[config.mk]
export PLATFORM = sky130hd
export DESIGN_NAME = idec_dual
export DESIGN_NICKNAME = d
export VERILOG_FILES = /design/src/rtl/idec_pkg.sv /design/src/rtl/idec_marks.sv /design/src/rtl/idec_slow.sv /design/src/rtl/idec_fast.sv /design/src/rtl/idec_dual.sv
export SDC_FILE = /design/constraint.sdc
export NUM_CORES = 1
export LEC_CHECK = 0
export CAP_MARGIN = 20
export CORE_MARGIN = 1.5
export CORE_UTILIZATION = 50
export DETAILED_ROUTE_END_ITERATION = 8
export GPL_ROUTABILITY_DRIVEN = 1
export PLACE_DENSITY = 0.71
export SLEW_MARGIN = 10
export SYNTH_ARGS = -nofsm -noshare
export SYNTH_HDL_FRONTEND = slang
export SYNTH_SLANG_ARGS = --single-unit
[constraint.sdc]
create_clock -name clk -period 9.1 [get_ports clk]
set_input_delay 2.275 -clock clk [delete_from_list [all_inputs] [get_ports clk]]
set_output_delay 2.275 -clock clk [all_outputs]
set_load 0.05 [all_outputs]
[src/rtl/idec_pkg.sv]
package idec_pkg;
  localparam int MAX_LEN = 3;
  localparam int INS_W   = 8 * MAX_LEN;

  // Length in bytes encoded by the two low bits of a first byte.
  function automatic logic [1:0] len_of(input logic [1:0] code);
    case (code)
      2'd2:    return 2'd2;
      2'd3:    return 2'd3;
      default: return 2'd1;
    endcase
  endfunction
endpackage

[src/rtl/idec_marks.sv]
// Learned boundary table: one start marker plus recorded length per byte offset.
// Kept in flops so a flush can clear the whole table in a single cycle.
module idec_marks #(
  parameter  int ENTRIES = 16,
  localparam int IW      = $clog2(ENTRIES)
) (
  input  logic                   clk,
  input  logic                   rst,
  input  logic                   clr_all,
  input  logic                   set_en,
  input  logic [IW-1:0]          set_idx,
  input  logic [1:0]             set_len,
  input  logic                   clr_en,
  input  logic [IW-1:0]          clr_idx,
  output logic [ENTRIES-1:0]     mark,
  output logic [2*ENTRIES-1:0]   mlen
);
  always_ff @(posedge clk) begin
    if (rst || clr_all) begin
      mark <= '0;
    end else begin
      if (set_en) mark[set_idx] <= 1'b1;
      if (clr_en) mark[clr_idx] <= 1'b0;
    end
  end

  always_ff @(posedge clk) begin
    if (rst) begin
      mlen <= '0;
    end else if (set_en) begin
      mlen[int'(set_idx)*2 +: 2] <= set_len;
    end
  end
endmodule

[src/rtl/idec_slow.sv]
// Exact length finder: latches one length bit per cycle, result ready on the
// third cycle of an instruction and held until the output stage takes it.
module idec_slow import idec_pkg::*; (
  input  logic       clk,
  input  logic       rst,
  input  logic       start,
  input  logic       finish,
  input  logic [1:0] code,
  output logic       busy,
  output logic       done,
  output logic [1:0] len
);
  logic [1:0] step;
  logic       bit_lo, bit_hi;

  always_ff @(posedge clk) begin
    if (rst) begin
      step   <= 2'd0;
      bit_lo <= 1'b0;
      bit_hi <= 1'b0;
    end else begin
      case (step)
        2'd0: if (start) begin
          step   <= 2'd1;
          bit_lo <= code[0];
        end
        2'd1: begin
          step   <= 2'd2;
          bit_hi <= code[1];
        end
        2'd2: if (finish) step <= 2'd0;
        default: step <= 2'd0;
      endcase
    end
  end

  assign busy = (step != 2'd0);
  assign done = (step == 2'd2);
  assign len  = len_of({bit_hi, bit_lo});
endmodule

[src/rtl/idec_fast.sv]
// Two-wide boundary lookup using recorded lengths; purely combinational.
module idec_fast import idec_pkg::*; #(
  parameter  int N  = 16,
  localparam int IW = $clog2(N),
  localparam int PW = IW + 1
) (
  input  logic [8*N-1:0]   line,
  input  logic [PW-1:0]    ptr,
  input  logic [N-1:0]     mark,
  input  logic [2*N-1:0]   mlen,
  input  logic [1:0]       slen,
  output logic [1:0]       code0,
  output logic             m0,
  output logic             h0,
  output logic             h1,
  output logic             x1,
  output logic [1:0]       len0,
  output logic [1:0]       len1,
  output logic [PW-1:0]    q,
  output logic [PW-1:0]    nxt,
  output logic [INS_W-1:0] ins0,
  output logic [INS_W-1:0] ins1,
  output logic [INS_W-1:0] ins_s
);
  function automatic logic [7:0] byte_at(input logic [8*N-1:0] ln, input logic [PW-1:0] idx);
    if (idx < PW'(N)) return ln[int'(idx)*8 +: 8];
    return 8'h00;
  endfunction

  function automatic logic [INS_W-1:0] ins_at(input logic [8*N-1:0] ln,
                                              input logic [PW-1:0] off,
                                              input logic [1:0] len);
    logic [INS_W-1:0] r;
    r = '0;
    for (int k = 0; k < MAX_LEN; k++) begin
      if (k < int'(len)) r[k*8 +: 8] = byte_at(ln, off + PW'(k));
    end
    return r;
  endfunction

  logic [7:0]    b0, b1;
  logic [IW-1:0] idx0, idx1;
  logic          m1, in1;
  logic [1:0]    rec0, rec1;

  assign b0    = byte_at(line, ptr);
  assign code0 = b0[1:0];
  assign idx0  = ptr[IW-1:0];
  assign m0    = (ptr < PW'(N)) && mark[idx0];
  assign len0  = len_of(b0[1:0]);
  assign rec0  = mlen[int'(idx0)*2 +: 2];
  assign h0    = m0 && (rec0 == len0);

  assign q     = ptr + PW'(len0);
  assign b1    = byte_at(line, q);
  assign idx1  = q[IW-1:0];
  assign in1   = (q < PW'(N));
  assign m1    = in1 && mark[idx1];
  assign len1  = len_of(b1[1:0]);
  assign rec1  = mlen[int'(idx1)*2 +: 2];
  assign h1    = h0 && m1 && (rec1 == len1);
  assign x1    = h0 && m1 && (rec1 != len1);
  assign nxt   = q + PW'(len1);

  assign ins0  = ins_at(line, ptr, len0);
  assign ins1  = ins_at(line, q, len1);
  assign ins_s = ins_at(line, ptr, slen);
endmodule

[src/rtl/idec_dual.sv]
module idec_dual import idec_pkg::*; #(
  parameter  int LINE_BYTES = 16,
  localparam int IW = $clog2(LINE_BYTES),
  localparam int PW = IW + 1
) (
  input  logic                    clk,
  input  logic                    rst,
  input  logic                    flush,
  input  logic                    start,
  input  logic [8*LINE_BYTES-1:0] line_data,
  output logic                    busy,
  input  logic                    out_ready,
  output logic                    o_v0,
  output logic                    o_v1,
  output logic                    o_fast0,
  output logic [IW-1:0]           o_off0,
  output logic [IW-1:0]           o_off1,
  output logic [1:0]              o_len0,
  output logic [1:0]              o_len1,
  output logic [INS_W-1:0]        o_ins0,
  output logic [INS_W-1:0]        o_ins1
);
  logic                    run;
  logic [PW-1:0]           ptr;
  logic [LINE_BYTES-1:0]   mark;
  logic [2*LINE_BYTES-1:0] mlen;

  logic             m0, h0, h1, x1;
  logic [1:0]       code0, len0, len1, s_len;
  logic [PW-1:0]    q, nxt;
  logic [INS_W-1:0] ins0, ins1, ins_s;
  logic             s_busy, s_done;

  logic adv, at_end, s_start, s_finish, f_emit, miss0, clr_en;
  logic [IW-1:0] clr_idx;

  assign adv      = !o_v0 || out_ready;
  assign at_end   = (ptr >= PW'(LINE_BYTES));
  assign s_start  = run && !at_end && !s_busy && !h0;
  assign miss0    = s_start && m0;
  assign s_finish = s_done && adv;
  assign f_emit   = run && !at_end && !s_busy && h0 && adv;
  assign clr_en   = miss0 || (f_emit && x1);
  assign clr_idx  = miss0 ? ptr[IW-1:0] : q[IW-1:0];
  assign busy     = run;

  idec_marks #(.ENTRIES(LINE_BYTES)) u_marks (
    .clk(clk), .rst(rst), .clr_all(flush),
    .set_en(s_finish), .set_idx(ptr[IW-1:0]), .set_len(s_len),
    .clr_en(clr_en), .clr_idx(clr_idx),
    .mark(mark), .mlen(mlen)
  );

  idec_fast #(.N(LINE_BYTES)) u_fast (
    .line(line_data), .ptr(ptr), .mark(mark), .mlen(mlen), .slen(s_len),
    .code0(code0), .m0(m0), .h0(h0), .h1(h1), .x1(x1),
    .len0(len0), .len1(len1), .q(q), .nxt(nxt),
    .ins0(ins0), .ins1(ins1), .ins_s(ins_s)
  );

  idec_slow u_slow (
    .clk(clk), .rst(rst), .start(s_start), .finish(s_finish),
    .code(code0), .busy(s_busy), .done(s_done), .len(s_len)
  );

  // Walk control: byte pointer advances only when the output stage loads.
  always_ff @(posedge clk) begin
    if (rst) begin
      run <= 1'b0;
      ptr <= '0;
    end else if (!run) begin
      if (start) begin
        run <= 1'b1;
        ptr <= '0;
      end
    end else if (at_end && !s_busy) begin
      run <= 1'b0;
    end else if (s_finish) begin
      ptr <= ptr + PW'(s_len);
    end else if (f_emit) begin
      ptr <= h1 ? nxt : q;
    end
  end

  // Registered two-slot output stage.
  always_ff @(posedge clk) begin
    if (rst) begin
      o_v0    <= 1'b0;
      o_v1    <= 1'b0;
      o_fast0 <= 1'b0;
      o_off0  <= '0;
      o_off1  <= '0;
      o_len0  <= '0;
      o_len1  <= '0;
      o_ins0  <= '0;
      o_ins1  <= '0;
    end else if (adv) begin
      o_v0    <= s_finish || f_emit;
      o_v1    <= f_emit && h1;
      o_fast0 <= f_emit;
      if (s_finish) begin
        o_off0 <= ptr[IW-1:0];
        o_len0 <= s_len;
        o_ins0 <= ins_s;
      end else if (f_emit) begin
        o_off0 <= ptr[IW-1:0];
        o_len0 <= len0;
        o_ins0 <= ins0;
        o_off1 <= q[IW-1:0];
        o_len1 <= len1;
        o_ins1 <= ins1;
      end
    end
  end
endmodule

==> impl_metrics.yaml <==
sta:
  setup_tns_ps: 0
  tightest_slew_ps: 1180
  timing.fmax_ghz: 0.120
  rsz0062_at_grt: "no"
  finalSetupViolations: 0
  fin_crit_sh_pct: 91.6
  slew_violations: 0
  clock_skew_ps: 10.1
  hold_viol_final: 0
  slew_headroom_pct: 21.0
  period_needed_ps: 8330
clock_tree:
  cts_resized: 0
  path_clk_slew_ps: 60
  cts_htree_levels: 4
  ctsLongestPathBuffers: 2
  root_buffer: "clkbuf_16"
  cts_buffers: 17
  worstSkewPairLatency_ps: 430
  ctsHoldBuffers: 0
  cts_post_setup_buffers_inserted: 0
  cts.sinks: 121
  cts_tree: "done"
worst_setup_path:
  crit_type: "in2reg"
  cp_max_fo: 35
  rr_worst_depth: 17
  worstPathArrival_ps: 8660
  required_ps: 9430
  critPathLaunchType: "input port"
  end_kind: "flip-flop"
die:
  io_pins: 197
  die_w_um: 159
  start_util_pct: 50.6
  core-area_um2: 24200
  die_height_um: 159
  num_rows: 57
  dieArea_um2: 25400
yosys:
  syn_inst: 1118
  post_synth_and_or_nand_nor_area_fraction_pct: 12.1
  post-synth-top-area-fraction_pct: 43.5
  yosys_warnings: 0
  synth-async-reset-ratio_pct: 0
  yosys-top-cells-area: "mux4_2 43%, dfxtp_1 20%, mux2i_1 4.7%"
  synthFlopType: "dfxtp_1"
  synth_top_family_by_area: "multiplexers"
  synth_edf_count: 0
  muxShareOfSynthArea_pct: 49.6
  post_synth_instance_area_um2: 12200
  synthXorXnorAreaFrac_pct: 1.37
  synth_top_cell_by_area: "mux4_2"
  ys_ff_latch: 121
  synth_most_common_cell: "mux4_2"
  avgSynthCellArea_um2: 10.9
  synth_compound_area_share_pct: 10.8
  synth_fp_nets: 1271
  netlist-cell-type-count: 65
  synthAdderAreaFrac_pct: 2.23
  yosysSeqAreaShare_pct: 19.8
  synth_common_cells: "236 x mux4_2, 143 x nand2_1, 121 x dfxtp_1"
placed_design:
  hpwl_um: 32000
  post_dp_cell_area_um2: 14500
  post-place-cells: 1563
  globalplace.congestion: 0.972
  port_buffers: 196
grt:
  grt_pass1_wl_um: 69500
  first_global_vias: 11300
  grt_use_total_pct: 35.9
  grt_max_degree: 106
  antenna_found_initial: 1
  grt_overflow: 0
routing:
  drt-initial-drc-count: 1870
  first_pass_iters: 6
  route.vias.total: 11600
  post-route-drc-count: 0
  drt_wl_total_um: 44700
  vias_per_cell: 7.27
  wl_per_cell_um: 28.0
  antenna_left: 0
power_and_ir_drop:
  p_leak_nw: 4.74
  p_per_area_nw_per_um2: 110
  vdd.ir_drop.worst_mv: 0.124
  fin_total_pwr_mw: 1.67
layout:
  drive_above_1_share_pct: 26.6
  final_cell_area_um2: 15100
  syn_to_final_growth_pct: 23.6
  stdcell_count: 1597
  layout.nets: 1412
worst_hold_path:
  whs_path_depth: 2
  hp-class: "reg2reg"
flow_run:
  max_cap_violations: 0
run_status:
  status: "finished clean"
==> layer usage <==
metal	routed length [um]	global-route usage [%]	vias up
met1	16500	48.6	5639
met3	6560	12.4	128
met2	20300	54.6	1054
met5	0	0	-
met4	1320	10.5	0
li1	-	-	4785
==> placed cells by master (no fill, tap or decap), types with 17 or more instances in the layout <==
cell,n
buf_4,26
dfxtp_1,119
a211oi_1,20
nor3_1,21
clkdlybuf4s50_1,195
nand2_1,143
nor2_1,72
nand3_1,54
mux2i_1,58
mux4_2,236
clkbuf_16,18
a22oi_1,17
a21oi_1,94
==> worst max-delay path, cell delays in order <==
cell and delay [ps]:
clkdlybuf4s50_1 600, mux2i_1 110, a22oi_1 230, a31oi_1 220, nor2_1 430, nand2_1 170, ha_4 210, fa_2 410
xnor2_4 530, inv_2 550, mux2_4 450, a222oi_1 490, a211o_4 280, inv_2 90, or3b_4 440, a211oi_2 570
mux2_1 400, o221ai_1 180
==> power breakdown <==
part,total (mW),internal (mW),switching [mW],leakage (nW)
Combinational,0.412,0.213,0.198,3.46
Clock,0.721,0.454,0.267,0.302
Sequential,0.537,0.533,0.00406,0.977
Total,1.67,1.20,0.470,4.74
==> flip-flops by register name, indices dropped and copies added (netlist names), 2 cells and up <==
register,cells
o_ins0,24
o_ins1,24
o_len0,2
o_len1,2
o_off0,4
o_off1,4
ptr,5
u_marks.mark,16
u_marks.mlen,32
u_slow.step,2
==> kinds of logic (layout without fill, tap and decap cells) <==
kind of cell | after synthesis | in the layout
AOI/OAI and AO/OA | 198 | 198
buffers and inverters | 119 | 273
adders and majority gates | 20 | 20
xor gates and xnor gates | 17 | 17
and+or+nand+nor | 334 | 334
muxes | 309 | 309
other | 0 | 1
DFF | 121 | 121
==> through the flow <==
stage / util [%] / setup WS [ps] / hold slack [ps]
finish: 62.5 / 768 / 452
global route: 62.5 / 630 / 471
CTS: 62.4 / 926 / 453
detailed placement: 59.9 / 589 / 446
global placement: 59.8 / 625 / 439
floorplan: - / 1910 / 443
==> worst paths after layout <==
kind / startpoint / end / slack [ps]
setup reg to reg: ptr[1] / ptr[1] / 2160
setup / recovery: line_data[73] / ptr[1] / 770
hold reg to reg: o_ins0[9] / o_ins0[9] / 450
hold / removal: o_ins0[9] / o_ins0[9] / 450
==> cell type report <==
cell class                      instances  area (um2)
Antenna cell                            1        2.50
Clock buffer                           21         472
Clock inverter                         11         144
Fill cell                            1896        9060
Inverter                               17        63.8
Multi-Input combinational cell        878        9390
Sequential cell                       121        2430
Tap cell                              324         405
Timing Repair Buffer                  224        2210
Note: power is estimated with default switching activity, not from simulation.
